`src/rtl/ser3_pkg.sv`:
```
package ser3_pkg;

    // Lane-load sequencer states
    typedef enum logic [2:0] {
        S_IDLE,   // no word waiting
        S_ARMED,  // word captured, loading clock still high
        S_HOLD,   // loading clock low, waiting for phase 2
        S_LANE0,  // lane 0 takes its bits (phase 0)
        S_LANE1,  // lane 1 takes its bits (phase 1)
        S_LANE2   // lane 2 takes its bits (phase 2)
    } ld_state_t;

    localparam int NUM_LANES = 3;

endpackage

```
`src/rtl/ser3_phase_gen.sv`:
```
module ser3_phase_gen #(
    parameter int SLOT = 30
) (
    input  logic       clk,
    input  logic       rst,
    output logic [2:0] ring,
    output logic       slot_last,
    output logic       fall_pre,
    output logic       load_clk
);
    localparam int CW    = $clog2(SLOT);
    localparam int HALFS = SLOT / 2;

    logic [CW-1:0] cnt;

    always_ff @(posedge clk) begin
        if (rst) begin
            cnt  <= '0;
            ring <= 3'b001;
        end else begin
            cnt  <= (cnt == CW'(SLOT - 1)) ? '0 : cnt + CW'(1);
            ring <= {ring[1:0], ring[2]};
        end
    end

    assign slot_last = (cnt == CW'(SLOT - 1));
    assign fall_pre  = (cnt == CW'(HALFS - 1));
    assign load_clk  = (cnt < CW'(HALFS));

    AST_RING_ONEHOT: assert property (@(posedge clk) disable iff (rst)
        $countones(ring) == 1);
    AST_SLOT_ALIGN: assert property (@(posedge clk) disable iff (rst)
        slot_last |-> ring[2]);

endmodule

```
`src/rtl/ser3_lane.sv`:
```
module ser3_lane #(
    parameter int N = 10
) (
    input  logic         clk,
    input  logic         rst,
    input  logic         load_en,
    input  logic         shift_en,
    input  logic [N-1:0] par_in,
    output logic         msb
);
    logic [N-1:0] sr;

    always_ff @(posedge clk) begin
        if (rst) begin
            sr <= '0;
        end else if (load_en) begin
            sr <= par_in;
        end else if (shift_en) begin
            sr <= {sr[N-2:0], 1'b0};
        end
    end

    assign msb = sr[N-1];

    AST_LOAD_ON_OWN_PHASE: assert property (@(posedge clk) disable iff (rst)
        load_en |-> shift_en);

endmodule

```
`src/rtl/ser3_load_fsm.sv`:
```
module ser3_load_fsm
    import ser3_pkg::*;
(
    input  logic       clk,
    input  logic       rst,
    input  logic       load_req,
    input  logic       slot_last,
    input  logic       fall_pre,
    input  logic       ph2,
    output logic [2:0] lane_ld
);
    ld_state_t state, nxt;

    always_ff @(posedge clk) begin
        if (rst) state <= S_IDLE;
        else     state <= nxt;
    end

    always_comb begin
        nxt = state;
        unique case (state)
            S_IDLE:  if (slot_last && load_req) nxt = S_ARMED;
            S_ARMED: if (fall_pre) nxt = S_HOLD;
            S_HOLD:  if (ph2) nxt = S_LANE0;
            S_LANE0: nxt = S_LANE1;
            S_LANE1: nxt = S_LANE2;
            S_LANE2: nxt = (slot_last && load_req) ? S_ARMED : S_IDLE;
            default: nxt = S_IDLE;
        endcase
    end

    always_comb begin
        lane_ld[0] = (state == S_LANE0);
        lane_ld[1] = (state == S_LANE1);
        lane_ld[2] = (state == S_LANE2);
    end

    AST_ARM_ONLY_AT_SLOT_END: assert property (@(posedge clk) disable iff (rst)
        (state != S_ARMED && nxt == S_ARMED) |-> (slot_last && load_req));

endmodule

```
`src/rtl/ser3_interleaver.sv`:
```
module ser3_interleaver
    import ser3_pkg::*;
#(
    parameter int N = 10
) (
    input  logic             clk,
    input  logic             rst,
    input  logic [3*N-1:0]   par_data,
    input  logic             load_req,
    input  logic             half_rate,
    output logic             load_clk,
    output logic             sout,
    output logic             first_bit
);
    localparam int W     = NUM_LANES * N;
    localparam int HALFW = W / 2;

    logic [2:0]   ring;
    logic         slot_last;
    logic         fall_pre;
    logic [2:0]   lane_ld;
    logic [2:0]   lane_msb;
    logic [W-1:0] dup;
    logic [W-1:0] hold;
    logic         pick;
    logic         fresh0;

    ser3_phase_gen #(.SLOT(W)) u_phase (
        .clk       (clk),
        .rst       (rst),
        .ring      (ring),
        .slot_last (slot_last),
        .fall_pre  (fall_pre),
        .load_clk  (load_clk)
    );

    ser3_load_fsm u_fsm (
        .clk       (clk),
        .rst       (rst),
        .load_req  (load_req),
        .slot_last (slot_last),
        .fall_pre  (fall_pre),
        .ph2       (ring[2]),
        .lane_ld   (lane_ld)
    );

    // half-rate word: each upper-half bit repeated
    for (genvar i = 0; i < HALFW; i++) begin : g_dup
        assign dup[W-1-2*i] = par_data[W-1-i];
        assign dup[W-2-2*i] = par_data[W-1-i];
    end

    always_ff @(posedge clk) begin
        if (rst)                         hold <= '0;
        else if (slot_last && load_req)  hold <= half_rate ? dup : par_data;
    end

    // deal bits round-robin from the top into three lanes
    for (genvar k = 0; k < NUM_LANES; k++) begin : g_lane
        logic [N-1:0] lane_in;
        for (genvar j = 0; j < N; j++) begin : g_bit
            assign lane_in[N-1-j] = hold[W-1-k-NUM_LANES*j];
        end
        ser3_lane #(.N(N)) u_lane (
            .clk      (clk),
            .rst      (rst),
            .load_en  (lane_ld[k]),
            .shift_en (ring[k]),
            .par_in   (lane_in),
            .msb      (lane_msb[k])
        );
    end

    // lane k is selected during the phase preceding its own
    always_comb begin
        pick = (ring[2] & lane_msb[0]) |
               (ring[0] & lane_msb[1]) |
               (ring[1] & lane_msb[2]);
    end

    always_ff @(posedge clk) begin
        if (rst)             fresh0 <= 1'b0;
        else if (lane_ld[0]) fresh0 <= 1'b1;
        else if (ring[0])    fresh0 <= 1'b0;
    end

    always_ff @(posedge clk) begin
        if (rst) begin
            sout      <= 1'b0;
            first_bit <= 1'b0;
        end else begin
            sout      <= pick;
            first_bit <= ring[2] & fresh0;
        end
    end

    AST_LANE_ORDER_01: assert property (@(posedge clk) disable iff (rst)
        lane_ld[0] |=> lane_ld[1]);
    AST_LANE_ORDER_12: assert property (@(posedge clk) disable iff (rst)
        lane_ld[1] |=> lane_ld[2]);
    AST_LANES_AFTER_FALL: assert property (@(posedge clk) disable iff (rst)
        (lane_ld != 3'b000) |-> !load_clk);
    AST_FIRST_BIT_SINGLE: assert property (@(posedge clk) disable iff (rst)
        first_bit |=> !first_bit);
    AST_RESET_QUIET: assert property (@(posedge clk)
        rst |=> (!sout && !first_bit));

endmodule

```
`config.mk`:
```
export PLATFORM = sky130hd
export DESIGN_NAME = ser3_interleaver
export DESIGN_NICKNAME = d
export VERILOG_FILES = /design/src/rtl/ser3_pkg.sv /design/src/rtl/ser3_phase_gen.sv /design/src/rtl/ser3_lane.sv /design/src/rtl/ser3_load_fsm.sv /design/src/rtl/ser3_interleaver.sv
export SDC_FILE = /design/constraint.sdc
export NUM_CORES = 1
export LEC_CHECK = 0
export ABC_AREA = 1
export BUFFER_PORTS_ARGS = -buffer_cell sky130_fd_sc_hd__buf_4
export CORE_MARGIN = 1.5
export CORE_UTILIZATION = 40
export DETAILED_ROUTE_END_ITERATION = 8
export PLACE_DENSITY = 0.56
export SETUP_SLACK_MARGIN = 0.05
export SLEW_MARGIN = 20
export SYNTH_ARGS = -nofsm -noshare
export SYNTH_HDL_FRONTEND = slang
export SYNTH_SLANG_ARGS = --single-unit
```
`constraint.sdc`:
```
create_clock -name clk -period 1.9 [get_ports clk]
set_input_delay 0.19 -clock clk [delete_from_list [all_inputs] [get_ports clk]]
set_output_delay 0.19 -clock clk [all_outputs]
set_load 0.01 [all_outputs]
```
Word level (Yosys, flattened, before mapping)
Cells that the tools add are included.

storage, ports and cells
  flip-flop bits (word level) = 74
  bits of input ports = 34
  output and inout port bits = 3
  logic and storage cells = 49

operators by class
  add/subtract/negate cells = 1
  $lt $le $gt $ge = 1
  eq/ne operators = 10
  mux-type cells = 14
  bitwise gates (word level) = 6
  reductions and logical operators = 7

operator list
  kind                                                                    number
  10-bit 2-to-1 mux                                                       6
  29-bit 2-to-1 mux                                                       1
  3-bit case mux with 6 select lines                                      1
  3-bit 2-to-1 mux                                                        3
  3-bit by 2-bit equality test with 1-bit output (second input constant)  2
  3-bit equality test (second input constant)                             2
  2-bit inequality test (second input constant)                           3
  2-bit nonzero test                                                      3
  5-bit by 1-bit adder with 5-bit output (second input constant)          1
  5-bit by 4-bit equality test with 1-bit output (second input constant)  1
  5-bit equality test (second input constant)                             1
  5-bit by 4-bit < comparator with 1-bit output (second input constant)   1
  1-bit AND                                                               4
  3-bit by 1-bit equality test with 1-bit output (second input constant)  1
  3-bit logical NOT                                                       1
  1-bit 2-to-1 mux                                                        3
  3-bit AND reduction                                                     1
  1-bit bitwise OR                                                        2
  2-bit OR reduction                                                      1
  1-bit logical AND                                                       1

Longest topological paths before layout
  depth in word-level cells = 4
  depth in mapped cells = 10
  gate-level depth less buffers = 10

By module
A second synthesis with hierarchy kept.

unflattened totals
  cells, all modules = 582
  area total of the unflattened synthesis = 3667.3 sq um

modules (own cells, without submodules)
  module            instances  cells each  area each (sq um)  sequential area each (sq um)
  ser3_interleaver  1          281         1677.9             660.6
  ser3_lane         3          74          480.5              200.2
  ser3_phase_gen    1          45          349.1              160.2
  ser3_load_fsm     1          34          198.9              60.1

Worst setup path after synthesis
OpenSTA, ideal clock, no wires.

  path kind = flip-flop to flip-flop
  start point = register u_phase.cnt[0]
  end point = register hold[28]
  setup time = 0.115 ns
  arrival time = 1.125 ns
  data required time = 1.785 ns
  setup slack = 0.660 ns
  stages on the path, launching flop included = 8
  path buffers = 1
  clock period less this slack = 1.240 ns
  cells stage by stage = dfxtp_1 -> ha_1 -> nand2_1 -> nor2_4 -> nand2_2 -> buf_2 -> o21ai_1 -> nor2_1

between the ends
  longest elaborated chain between the ends = 2

ends and longest elaborated chain
  element                 RTL line                text
  from (decl)             ser3_phase_gen.sv:14    logic [CW-1:0] cnt;
  from (signal assigned)  ser3_phase_gen.sv:21    cnt <= (cnt == CW'(SLOT - 1)) ? '0 : cnt + CW'(1);
  5-bit equality test     ser3_phase_gen.sv:26    assign slot_last = (cnt == CW'(SLOT - 1));
  1-bit logical AND       ser3_interleaver.sv:55  else if (slot_last && load_req) hold <= half_rate ? dup : par_data;
  to (signal assigned)    ser3_interleaver.sv:55
  to (decl)               ser3_interleaver.sv:24  logic [W-1:0] hold;

Every way passes these cells.
A chain may end at the register's enable or synchronous reset.

Final worst setup path
  start point = register u_phase.cnt[1]
  end point = register u_phase.cnt[4]

between the ends
  longest elaborated chain between the ends = 2
  elaborated cells between the ends (all ways) = 3
  those cells by class = add/sub: 1; eq/ne: 1; reduce/logical: 1

ends and longest elaborated chain
  element
  parallel branches: the longest is 2 deep, another holds 5-bit by 1-bit adder with 5-bit output

Parallel ways; which one is timed is not known.

==> out/results.ini <==
[status]
status=finished clean

[worst_setup_path]
reg2reg_depth=10
regToRegEndpoint=u_phase.cnt[4]
cp_slowest_cell=dfxtp_1
startpoint_type=flop
worstReg2RegStart=u_phase.cnt[1]
end_kind=flop
cp_num_buf_inv=4
crit_required_ns=2.19
crit_end=u_phase.cnt[4]
cpMostUsedCell=inv_1
slowest_delay_ns=0.38
path_class=flop to flop
cp_max_fo=10
crit_arrival_ns=1.76
cp_top_family=flip-flops
crit_chain=inv_1 -> ha_1 -> nand2_1 -> nor2_4 -> buf_4 -> nor2_1 -> inv_1 -> a21oi_1 -> o21ai_0 -> inv_1
critPathLaunch=u_phase.cnt[1]
cp.depth=10
r2r_slack_ns=0.44

[floorplanning]
initial_core_util_pct=41.1
coreArea_mm2=0.00818
num_io_pins=37
num_rows=33
die_h_um=94.7
dieArea_mm2=0.00896
die_x_um=94.7

[sta]
final_max_slew_viol_count=0
finalSetupViolations=0
tightest_slew_ns=0.440
grt_setup_unrepaired=false
min_period_over_period_pct=76.9
skew_ns=0.00674
post-route-min-period_ns=1.46
max-slew-margin-rel_pct=70.6
fmax_ghz=0.684
hold_violations=0
tns_ns=0

[global_routing]
overflow=0
grt_pass1_wl_um=13200
grt_max_degree=44
grt_pass1_vias=2618
antenna_found_initial=0
grt_use_total_pct=19.3

[routing]
dr.pass1.iters=5
ant_nets=0
wl_per_cell_um=13.9
viasPerCell=5.05
drtIter0Drc=184
wirelength_um=8130
drc=0
vias=2966

[yosys]
yosys_register_bits=74
ys.flop_type=dfxtp_1
yosysUniqueCellTypes=26
syn_area_mm2=0.00336
yosysSeqAreaShare_pct=44.1
ys_async_sr_fraction_pct=0
syn_avg_cell_area_um2=7.37
synth_edf_count=0
syn_nets=493
synthCells=456
yosys_warnings=0

[finish]
diodes=0
nFillCells=887
syn_to_final_growth_pct=14.6
num-nets-final=516
fin_cells=587
drive_above_1_share_pct=15.1
fin_area_mm2=0.00385

[power]
p_seq_share_pct=53.1
ir_drop_mv=0.440
power_mw=2.98
switching_share_pct=24.4
power_frac_clock_pct=38.7
netSwitchingPower_uw=728
power_density_mw_per_mm2=774
comb_power_share_pct=8.2
power.leakage_nw=1.57
p_int_mw=2.25

[cts]
htree_levels=3
cts_resized=0
clock-sinks=74
post_cts_buffers=0
clockBufferDepth=2
cts-buffers-inserted=9
root_buffer=clkbuf_8
cts_hold_buf=0
clkTransAtPathRegs_ns=0.07
cts_tree=built
insertion_delay_ns=0.34

[flow_run]
maxCapViolCount=0

[placement]
portBuffers=36
dp.cells=573
dp_hpwl_um=5620
dpl_cell_area_mm2=0.00368
gp_congestion=0.822

[min_path]
hold_path_class=input port to flop

logic make-up (layout without fill, tap and decap cells):
family          count (synthesis)  in the layout  synth area share [%]
compound gates                126            126                  23.2
xor+xnor                        1              1                 0.261
fa+ha+maj                       3              3                  1.12
buf+inv                        78            104                  10.0
flops                          74             74                  44.1
mux                             1              1                 0.335
simple gates                  173            173                  21.0
power by group through the flow:
stage | logic (mW) | clock network (mW) | registers (mW)
5_1_grt | 0.275 | 1.25 | 1.58
4_1_cts | 0.246 | 1.18 | 1.58
3_3_place_gp | 0.247 | 0 | 1.62
3_5_place_dp | 0.245 | 0 | 1.62
2_1_floorplan | 0.151 | 0 | 1.61
6_report | 0.245 | 1.15 | 1.58
area by class of cell:
class	instances	area [um^2]	share of cell area, %
clock buffers	11	131	3.41
inverters	44	165	4.29
repair buffers	46	358	9.29
well taps	105	131	3.41
flip-flops and latches	74	1480	38.5
clock inverters	3	42.5	1.10
multi-input cells	304	1540	40.0
layer usage:
| metal | part of all wire, % | GRT usage [%] |
|---|---|---|
| met1 | 52 | 28.9 |
| met2 | 43 | 26.7 |
| met3 | 3.6 | 3.22 |
| met4 | 1.8 | 8.33 |
| met5 | 0 | 0 |
worst min path at each step:
stage | slack, ns | end | cells past startpoint | startpoint
after global placement | 0.42 | first_bit | 2 | fresh0
after floorplan | 0.35 | hold[29] | 2 | par_data[29]
after CTS | 0.12 | u_phase.cnt[3] | 4 | rst
final | 0.13 | u_phase.cnt[3] | 4 | rst
after detailed placement | 0.42 | first_bit | 2 | fresh0
after global routing | 0.13 | u_phase.cnt[3] | 4 | rst
through the flow:
stage	hold slack [ns]	worst slack, ns	utilization [%]
2_1_floorplan	0.354	0.660	-
3_5_place_dp	0.416	0.451	45.0
3_3_place_gp	0.417	0.488	45.0
6_report	0.131	0.438	47.1
5_1_grt	0.127	0.312	47.1
4_1_cts	0.119	0.428	47.1
flip-flops by register name (all words and copies together), names as in the netlist:
| signal | flops |
|---|---|
| g_lane.u_lane.sr | 30 |
| sout | 1 |
| first_bit | 1 |
| u_fsm.state | 3 |
| u_phase.cnt | 5 |
| u_phase.ring | 3 |
| hold | 30 |
| fresh0 | 1 |
cell usage in the layout, fill, tap and decap left out:
master      netlist  routed
nand2_1          83      83
dfxtp_1          74      74
nor2_1           66      66
buf_4             1      45
inv_1            43      43
a21oi_1          38      38
o21ai_0          32      32
o21ai_1          28      28
a311oi_1         17      17
nand3_1          13      13
clkbuf_8          0       9
a311oi_2          8       8
nand4_1           4       4
ha_1              3       3
a31oi_1           2       2
nor2_4            2       2
nand2_2           2       2
nor3_1            2       2
clkbuf_1         12       2
inv_2             1       1
nand2_4           1       1
xnor2_1           1       1
a211oi_1          1       1
mux2_2            1       1
clkinvlp_4        0       1
bufinv_16         0       1
clkinv_2          0       1
buf_12            0       1
worst min-delay path: cells and delay by family:
family	cells	cell delay (ns)
simple gates	3	0.14
buf+inv	1	0.10
synth_stat cells (4+ instances only):
cell type  count  area (um^2)
a311oi_1      17          149
buf_2         15         75.1
o21ai_1       28          140
dfxtp_1       74         1480
clkbuf_1      12         45.0
inv_1         43          161
o21ai_0       32          160
a21oi_1       38          190
a311oi_2       8          120
nor2_1        66          248
nand4_1        4         25.0
nand2_1       83          312
nand3_1       13         65.1
(Power assumes the default switching activity.)
